`config.mk`:
```
export PLATFORM = sky130hd
export DESIGN_NAME = pirq_router
export DESIGN_NICKNAME = d
export VERILOG_FILES = /design/src/rtl/pirq_router_pkg.sv /design/src/rtl/pirq_route_regs.sv /design/src/rtl/pirq_level_map.sv /design/src/rtl/pirq_slot_swizzle.sv /design/src/rtl/pirq_router.sv
export SDC_FILE = /design/constraint.sdc
export NUM_CORES = 1
export LEC_CHECK = 0
export ABC_AREA = 1
export ABC_CLOCK_PERIOD_IN_PS = 2200
export BUFFER_PORTS_ARGS = -buffer_cell sky130_fd_sc_hd__buf_2
export CAP_MARGIN = 10
export CELL_PAD_IN_SITES_DETAIL_PLACEMENT = 0
export CELL_PAD_IN_SITES_GLOBAL_PLACEMENT = 1
export CORE_UTILIZATION = 43
export CTS_CLUSTER_SIZE = 20
export DETAILED_ROUTE_END_ITERATION = 16
export PLACE_DENSITY = 0.94
export SYNTH_ARGS = -nofsm -noshare
export SYNTH_HDL_FRONTEND = slang
export SYNTH_SLANG_ARGS = --single-unit
```
`constraint.sdc`:
```
create_clock -name clk -period 2.2 [get_ports clk]
set_clock_uncertainty 0.05 [all_clocks]
set_input_delay 0.44 -clock clk [delete_from_list [all_inputs] [get_ports clk]]
set_output_delay 0.44 -clock clk [all_outputs]
set_load 0.05 [all_outputs]
```
`src/rtl/pirq_router_pkg.sv`:
```
package pirq_router_pkg;
    localparam int         DEF_LINES     = 4;
    localparam int         DEF_IRQS      = 16;
    localparam int         DEF_ROUTE_W   = 8;
    localparam int         DEF_DEV_W     = 5;
    localparam logic [7:0] DEF_ROUTE_RST = 8'h80;
endpackage

```
`src/rtl/pirq_route_regs.sv`:
```
module pirq_route_regs #(
    parameter int                 NUM_LINES = 4,
    parameter int                 ROUTE_W   = 8,
    parameter logic [ROUTE_W-1:0] ROUTE_RST = 8'h80
) (
    input  logic                           clk,
    input  logic                           rst_n,
    input  logic                           wr_en,
    input  logic [NUM_LINES-1:0]           wr_be,
    input  logic [NUM_LINES*ROUTE_W-1:0]   wr_data,
    output logic [NUM_LINES*ROUTE_W-1:0]   route_o,
    output logic                           rebuild_o
);
    localparam int ALL_W = NUM_LINES * ROUTE_W;

    typedef struct packed {
        logic [ALL_W-1:0] route;
        logic             rebuild;
    } regs_t;

    regs_t st_d, st_q;

    always_comb begin
        st_d         = st_q;
        st_d.rebuild = wr_en && (|wr_be);
        for (int k = 0; k < NUM_LINES; k++) begin
            if (wr_en && wr_be[k]) begin
                st_d.route[k*ROUTE_W +: ROUTE_W] = wr_data[k*ROUTE_W +: ROUTE_W];
            end
        end
    end

    always_ff @(posedge clk) begin
        if (!rst_n) begin
            st_q.route   <= {NUM_LINES{ROUTE_RST}};
            st_q.rebuild <= 1'b0;
        end else begin
            st_q <= st_d;
        end
    end

    assign route_o   = st_q.route;
    assign rebuild_o = st_q.rebuild;


    route_change_flag_chk: assert property (@(posedge clk) disable iff (!rst_n)
        !$stable(route_o) |-> rebuild_o);


    no_write_hold_chk: assert property (@(posedge clk) disable iff (!rst_n)
        !(wr_en && (|wr_be)) |=> $stable(route_o));
endmodule

```
`src/rtl/pirq_level_map.sv`:
```
module pirq_level_map #(
    parameter int NUM_LINES = 4,
    parameter int NUM_IRQS  = 16,
    parameter int ROUTE_W   = 8
) (
    input  logic                         clk,
    input  logic                         rst_n,
    input  logic [NUM_LINES*ROUTE_W-1:0] route_i,
    input  logic                         rebuild_i,
    input  logic [NUM_LINES-1:0]         line_lvl,
    output logic [NUM_IRQS-1:0]          irq_o
);
    localparam int                 MAP_W     = NUM_IRQS * NUM_LINES;
    localparam int                 IRQ_W     = $clog2(NUM_IRQS);
    localparam logic [ROUTE_W-1:0] IRQ_LIMIT = ROUTE_W'(NUM_IRQS);

    typedef struct packed {
        logic [MAP_W-1:0]    map;
        logic [NUM_IRQS-1:0] irq;
    } map_t;

    map_t st_d, st_q;

    always_comb begin
        int                 idx;
        logic [ROUTE_W-1:0] sel;
        idx  = 0;
        sel  = '0;
        st_d = st_q;
        if (rebuild_i) begin
            st_d.map = '0;
        end
        for (int l = 0; l < NUM_LINES; l++) begin
            sel = route_i[l*ROUTE_W +: ROUTE_W];
            if (sel < IRQ_LIMIT) begin
                idx = int'(sel[IRQ_W-1:0]) * NUM_LINES + l;
                st_d.map[idx] = line_lvl[l];
            end
        end
        for (int i = 0; i < NUM_IRQS; i++) begin
            st_d.irq[i] = |st_d.map[i*NUM_LINES +: NUM_LINES];
        end
    end

    always_ff @(posedge clk) begin
        if (!rst_n) begin
            st_q <= '0;
        end else begin
            st_q <= st_d;
        end
    end

    assign irq_o = st_q.irq;

    logic [NUM_LINES-1:0] line_any;
    always_comb begin
        line_any = '0;
        for (int l = 0; l < NUM_LINES; l++) begin
            for (int i = 0; i < NUM_IRQS; i++) begin
                line_any[l] = line_any[l] | st_q.map[i*NUM_LINES + l];
            end
        end
    end

    for (genvar l = 0; l < NUM_LINES; l++) begin : g_line_chk

        unrouted_clear_chk: assert property (@(posedge clk) disable iff (!rst_n)
            (rebuild_i && !(route_i[l*ROUTE_W +: ROUTE_W] < IRQ_LIMIT)) |=> !line_any[l]);
    end


    idle_low_chk: assert property (@(posedge clk) disable iff (!rst_n)
        (line_lvl == '0) |=> (irq_o == '0));
endmodule

```
`src/rtl/pirq_slot_swizzle.sv`:
```
module pirq_slot_swizzle #(
    parameter int LINE_W = 2,
    parameter int DEV_W  = 5
) (
    input  logic [DEV_W-1:0]  slot_dev,
    input  logic [LINE_W-1:0] slot_pin,
    output logic [LINE_W-1:0] slot_line
);
    logic [LINE_W-1:0] dev_lo;

    always_comb begin
        dev_lo    = slot_dev[LINE_W-1:0];
        slot_line = slot_pin + dev_lo - LINE_W'(1);
    end
endmodule

```
`src/rtl/pirq_router.sv`:
```
module pirq_router
    import pirq_router_pkg::*;
#(
    parameter int                 NUM_LINES = DEF_LINES,
    parameter int                 NUM_IRQS  = DEF_IRQS,
    parameter int                 ROUTE_W   = DEF_ROUTE_W,
    parameter int                 DEV_W     = DEF_DEV_W,
    parameter logic [ROUTE_W-1:0] ROUTE_RST = DEF_ROUTE_RST,
    localparam int                LINE_W    = $clog2(NUM_LINES)
) (
    input  logic                         clk,
    input  logic                         rst_n,
    input  logic                         wr_en,
    input  logic [NUM_LINES-1:0]         wr_be,
    input  logic [NUM_LINES*ROUTE_W-1:0] wr_data,
    input  logic [NUM_LINES-1:0]         line_lvl,
    output logic [NUM_IRQS-1:0]          irq_out,
    input  logic [LINE_W-1:0]            query_pin,
    output logic                         query_en,
    output logic [ROUTE_W-1:0]           query_irq,
    input  logic [DEV_W-1:0]             slot_dev,
    input  logic [LINE_W-1:0]            slot_pin,
    output logic [LINE_W-1:0]            slot_line
);
    localparam int                 IRQ_W     = $clog2(NUM_IRQS);
    localparam logic [ROUTE_W-1:0] IRQ_LIMIT = ROUTE_W'(NUM_IRQS);

    logic [NUM_LINES*ROUTE_W-1:0] route_q;
    logic                         rebuild_q;
    logic [ROUTE_W-1:0]           qsel;

    pirq_route_regs #(
        .NUM_LINES (NUM_LINES),
        .ROUTE_W   (ROUTE_W),
        .ROUTE_RST (ROUTE_RST)
    ) u_regs (
        .clk       (clk),
        .rst_n     (rst_n),
        .wr_en     (wr_en),
        .wr_be     (wr_be),
        .wr_data   (wr_data),
        .route_o   (route_q),
        .rebuild_o (rebuild_q)
    );

    pirq_level_map #(
        .NUM_LINES (NUM_LINES),
        .NUM_IRQS  (NUM_IRQS),
        .ROUTE_W   (ROUTE_W)
    ) u_map (
        .clk       (clk),
        .rst_n     (rst_n),
        .route_i   (route_q),
        .rebuild_i (rebuild_q),
        .line_lvl  (line_lvl),
        .irq_o     (irq_out)
    );

    pirq_slot_swizzle #(
        .LINE_W (LINE_W),
        .DEV_W  (DEV_W)
    ) u_swz (
        .slot_dev  (slot_dev),
        .slot_pin  (slot_pin),
        .slot_line (slot_line)
    );

    always_comb begin
        qsel      = route_q[int'(query_pin)*ROUTE_W +: ROUTE_W];
        query_en  = qsel < IRQ_LIMIT;
        query_irq = query_en ? ROUTE_W'(qsel[IRQ_W-1:0]) : '1;
    end

    for (genvar l = 0; l < NUM_LINES; l++) begin : g_follow_chk

        level_follow_chk: assert property (@(posedge clk) disable iff (!rst_n)
            (line_lvl[l] && (route_q[l*ROUTE_W +: ROUTE_W] < IRQ_LIMIT))
            |=> irq_out[$past(route_q[l*ROUTE_W +: IRQ_W])]);
    end
endmodule

```
* Word level (Yosys, flattened, before mapping)
Index checks and enable logic that the tools add are counted.
** Storage, ports and cells
- Register bits after elaboration :: 113
- Logic and storage cells :: 70
** Cells by class
- Add/sub/neg operators :: 5
- Order comparisons :: 13
- Shifts and indexed selects :: 1
- Muxes and demuxes :: 18
- Reductions and logical operators :: 26
** Operator list (number)
- $mux 64 :: 5
- $bwmux 64 :: 4
- $ge 32x1->1 const B :: 3
- $lt 32x8->1 const B :: 3
- $reduce_or 4->1 :: 17
- $lt 8x5->1 const B :: 5
- $shiftx 32x6->8 :: 1
- $demux 1 s6 :: 3
- $add 6x2->7 const B :: 2
- $logic_and 1x1->1 :: 9
- $mux 8 :: 1
- $add 6x1->7 const B :: 1
- $lt 6x7->1 const B :: 1
- $ge 6x1->1 const B :: 1
- $demux 1 s4 :: 1
- $mux 1 :: 4
- $add 2x2->2 :: 1
- $sub 2x1->2 const B :: 1

* Depth between registers and ports, before layout
- Depth after elaboration :: 13
- Depth in mapped cells :: 10
- Depth with buffers taken out :: 9

* Modules after synthesis
Synthesis repeated with hierarchy kept, for this count alone.
** Unflattened totals
- Cell total of the unflattened synthesis :: 1006
- Area total of the unflattened synthesis :: 6079.6 um^2
** By module, submodules not included
- pirq_level_map :: times used 1, cells each 735, area an instance 4271.6 um^2
- pirq_route_regs :: times used 1, cells each 202, area an instance 1411.4 um^2
- pirq_router :: times used 1, cells each 56, area an instance 337.8 um^2
- pirq_slot_swizzle :: times used 1, cells each 13, area an instance 58.8 um^2

* Worst setup path before layout
No wires, ideal clock.
- Path kind :: input port to output port
- Start point :: input query_pin[0]
- End point :: output query_irq[0]
- Arrival :: 2.161 ns
- Required time :: 1.710 ns
- Slack :: -0.451 ns
- Stages :: 8
- Cell sequence :: buf_4 > inv_1 > buf_2 > nand2_1 > o211ai_1 > nand2_1 > inv_2 > nand3_1
** On the way
- Word-level cells in the longest chain between the ends :: 3
** RTL lines
- start: declaration :: line pirq_router.sv:18 : input logic [LINE_W-1:0] query_pin,
- $shiftx 32x6->8 :: line pirq_router.sv:69 : qsel = route_q[int'(query_pin)*ROUTE_W +: ROUTE_W];
- $lt 8x5->1 :: line pirq_router.sv:70 : query_en = qsel < IRQ_LIMIT;
- via query_en :: line pirq_router.sv:19 : output logic query_en,
- $mux 8 :: line pirq_router.sv:71 : query_irq = query_en ? ROUTE_W'(qsel[IRQ_W-1:0]) : '1;
- end: declaration :: line pirq_router.sv:20 : output logic [ROUTE_W-1:0] query_irq,
The timed path passes the listed nets, and every way through them passes these cells.

* Final worst setup path
- Start point :: register u_regs.st_q, in the netlist u_regs.route_o[22]
- End point :: output query_irq[0]
** On the way
- Word-level cells in the longest chain between the ends :: 3
** RTL lines
- start: declaration :: line pirq_route_regs.sv:21 : regs_t st_d, st_q;
- start signal: assignment :: line pirq_route_regs.sv:38 : st_q <= st_d;
- $shiftx 32x6->8 :: line pirq_router.sv:69
- $lt 8x5->1 :: line pirq_router.sv:70
- $mux 8 :: line pirq_router.sv:71
No other way between the ends.

==> impl_metrics.toml <==
[worst_hold_path]
hold-path-cell-count = 3
min_path_type = "input port to flop"
holdPathEnd = "u_regs.route_o[31]$_SDFFE_PN1P_"
worstHoldStart = "wr_data[31]"

[layout]
utilization_pct = 53.4
instances_no_fill = 1145
insertedDiodeCount = 0
syn_to_final_growth_pct = 20.5
drive_gt1_share_pct = 15.2
nNetsFinal = 1013

[grt]
antenna_found_initial = 0
grt_overflow = 0
grt_pass1_wl_um = 24200
grtUsageTotal_pct = 23.5
grt_max_degree = 81
grt_pass1_vias = 4902

[cts]
numCtsBuffers = 17
clock-sinks = 113
cts_tree = "done"
cts-htree-levels = 4
path_clk_slew_ns = 0.06
cts-root-buf = "clkbuf_16"
clock_path_buffers = 2
clkLatencyLatePin_ns = 0.42

[worst_setup_path]
path_common_cell = "nand2_2"
critPathLaunchType = "flop"
crit_path_end_kind = "primary output"
r2r_setup_slack_ns = 0.45
crit_slowest_cell = "dfxtp_1"
r2r_cells = 10
cp.required_ns = 1.71
rr_endpoint = "u_map.irq_o[10]$_SDFF_PN0_"
cp_num_buf_inv = 3
path_cells = "nor2_1, nand2_2, inv_2, nand2_1, o211ai_1, nand2_2, inv_4, nand3_2, buf_6"
max_stage_delay_ns = 0.31
critical_path_class = "flop to primary output"
reg2reg_from = "u_regs.route_o[28]$_SDFFE_PN0P_"
cp.arrival_ns = 1.63
path_max_fanout = 5
critical_path.top_delay_family = "simple AND/OR/NAND/NOR gates"

[power]
p_leak_nw = 3.19
p_total_mw = 5.94
p_per_area_mw_per_mm2 = 875
vdd_drop_max_mv = 0.565

[synthesis]
synth-seq-area-share_pct = 40.2
syn_nets = 958
synth_top_family_by_area = "simple AND/OR/NAND/NOR gates"
synthMuxAreaShare_pct = 0
synth-simple-area-share_pct = 41.6
ys_types = 23
ys_warn_count = 0
synth_seq_cells = 113
synth.area.top_cells = "dfxtp_1, nand2_1, nor2_1"
avgSynthCellArea_um2 = 6.23
postSynthCellCount = 905
synth_common_cells = "nand2_1, nor2_1, dfxtp_1"
post-synth-top-area-cell = "dfxtp_1"
synth_area_mm2 = 0.00563
synth_fa_ha_area_share_pct = 0.222
synth_edf_count = 0
synthXorXnorAreaFrac_pct = 0.311
synth_most_common_cell = "nand2_1"
ys.flop_type = "dfxtp_1"
synthArstFlopShare_pct = 0
synth_top_area_share_pct = 40.2
synth-compound-area-share_pct = 7.99

[run_status]
status = "finished, final reports clean"

[drt]
viasPerCell = 4.82
routedWlPerCell_um = 12.9
ant_nets = 0
routed_wl_um = 14700
firstDrtPassIters = 5
drcViolationCount = 0
dr_total_vias = 5515
drt_iter0_drc = 476

[place]
io_buffers = 75
place.gp.congestion = 0.810
place_hpwl_um = 10200
dp_cells = 1104

[sta]
rsz0062_at_grt = "true"
worst_slew_pin_slew_ns = 0.570
fin_crit_sh_pct = 96.3
max-slew-margin-rel_pct = 61.9
drv_slew = 0
fmax_ghz = 0.472
hold_viol_final = 0
timing.hold.ws_ns = 0.199
fin_setup_tns_ns = 0
fin_crit_ns = 2.12
finalSetupViolCount = 0

[floorplan]
num_io_pins = 79
fp.dieH_um = 116
core-area_mm2 = 0.0127
num_rows = 41
initial_core_util_pct = 44.3
die_w_um = 116
die_area_mm2 = 0.0136

[flow_run]
cap_violations = 0
==> cells by family after synthesis <==
family	after synthesis
flip-flops	113
buffers and inverters	107
adder cells (fa/ha/maj)	1
XOR/XNOR	2
AO/OA/AOI/OAI	89
AND/OR/NAND/NOR	593
==> what timing repair did <==
item                       4_1_cts  5_1_grt
setup endpoints to repair        5        9
buffers inserted                 1        8
cloned                           0        0
hold buffers                     0        0
gates resized for setup          9       15
pin swaps                        4        8
==> per-stage QoR <==
stage               instance area, µm²  setup WS (ns)
detailed placement                5990          0.183
CTS                               6700       0.000168
floorplan                         5660        -0.0487
finish                            6790         0.0816
global placement                  5990          0.204
global route                      6790        -0.0446
==> state kept, by name (all words and copies together) (netlist names) <==
signal,cells
u_regs.route_o,32
u_map.irq_o,16
u_regs.rebuild_o,1
u_map.st_q,64
==> layout make-up <==
cell class                      instances  area, µm²
Timing Repair Buffer                   94        578
Sequential cell                       113       2260
Clock buffer                           22        464
Tap cell                              172        215
Clock inverter                         10        205
Multi-Input combinational cell        685       2870
Inverter                               49        191
Fill cell                            1339       5930
==> routing by layer <==
metal | global-route usage [%] | up-vias | part of all wire (%)
met5 | 0 | - | 0
met3 | 4.83 | 20 | 5.2
li1 | - | 2916 | -
met1 | 31.7 | 2441 | 47
met4 | 7.86 | 0 | 1.6
met2 | 37.5 | 138 | 46
==> how the worst max path moves through the flow <==
| stage | to | start | slack (ns) | cells after the start |
|---|---|---|---|---|
| 4_1_cts | query_irq[2] | u_regs.route_o[7]$_SDFFE_PN1P_ | 0.0002 | 9 |
| 3_5_place_dp | query_irq[2] | query_pin[0] | 0.18 | 8 |
| 2_1_floorplan | query_irq[0] | query_pin[0] | -0.05 | 8 |
| 5_1_grt | query_irq[3] | u_regs.route_o[31]$_SDFFE_PN1P_ | -0.04 | 7 |
| 6_report | query_irq[0] | u_regs.route_o[22]$_SDFFE_PN0P_ | 0.08 | 9 |
| 3_3_place_gp | query_irq[2] | query_pin[0] | 0.20 | 8 |
==> cell usage in the layout (no fill, tap or decap) <==
cell type   instances
inv_1              42
clkbuf_16          17
nand3_1            66
nand2_1           296
nor2_1            214
dfxtp_2             2
inv_4               3
nand2_2             5
buf_12              2
clkbuf_1            3
buf_2              67
nor4_1              1
buf_6               4
o211ai_1            2
dfxtp_1           111
bufinv_16           6
nand3_2             6
a21oi_1            36
nand2_4             1
clkinvlp_4          2
clkbuf_8            2
clkinv_2            2
nor2_2              2
buf_4              21
xnor2_1             2
o21ai_0            41
ha_1                1
inv_2               4
nor2_4              2
o21ai_1            10
==> report_power, final <==
group | total, mW | internal [mW] | switching [mW] | leakage [nW]
Clock | 3.15 | 2.18 | 0.972 | 0.320
Combinational | 0.640 | 0.188 | 0.452 | 1.95
Sequential | 2.15 | 2.10 | 0.0430 | 0.918
Total | 5.94 | 4.47 | 1.47 | 3.19
==> worst register-to-register path, stage by stage, from the launching register on <==
cell     delay [ns]
dfxtp_1        0.31
nor2_1         0.12
nand2_2        0.07
buf_4          0.15
inv_2          0.27
buf_4          0.23
nand3_1        0.07
nand2_1        0.13
nand2_1        0.08
nor2_1         0.11
nor2_1         0.04
Note: power is estimated with default switching activity, not from simulation.
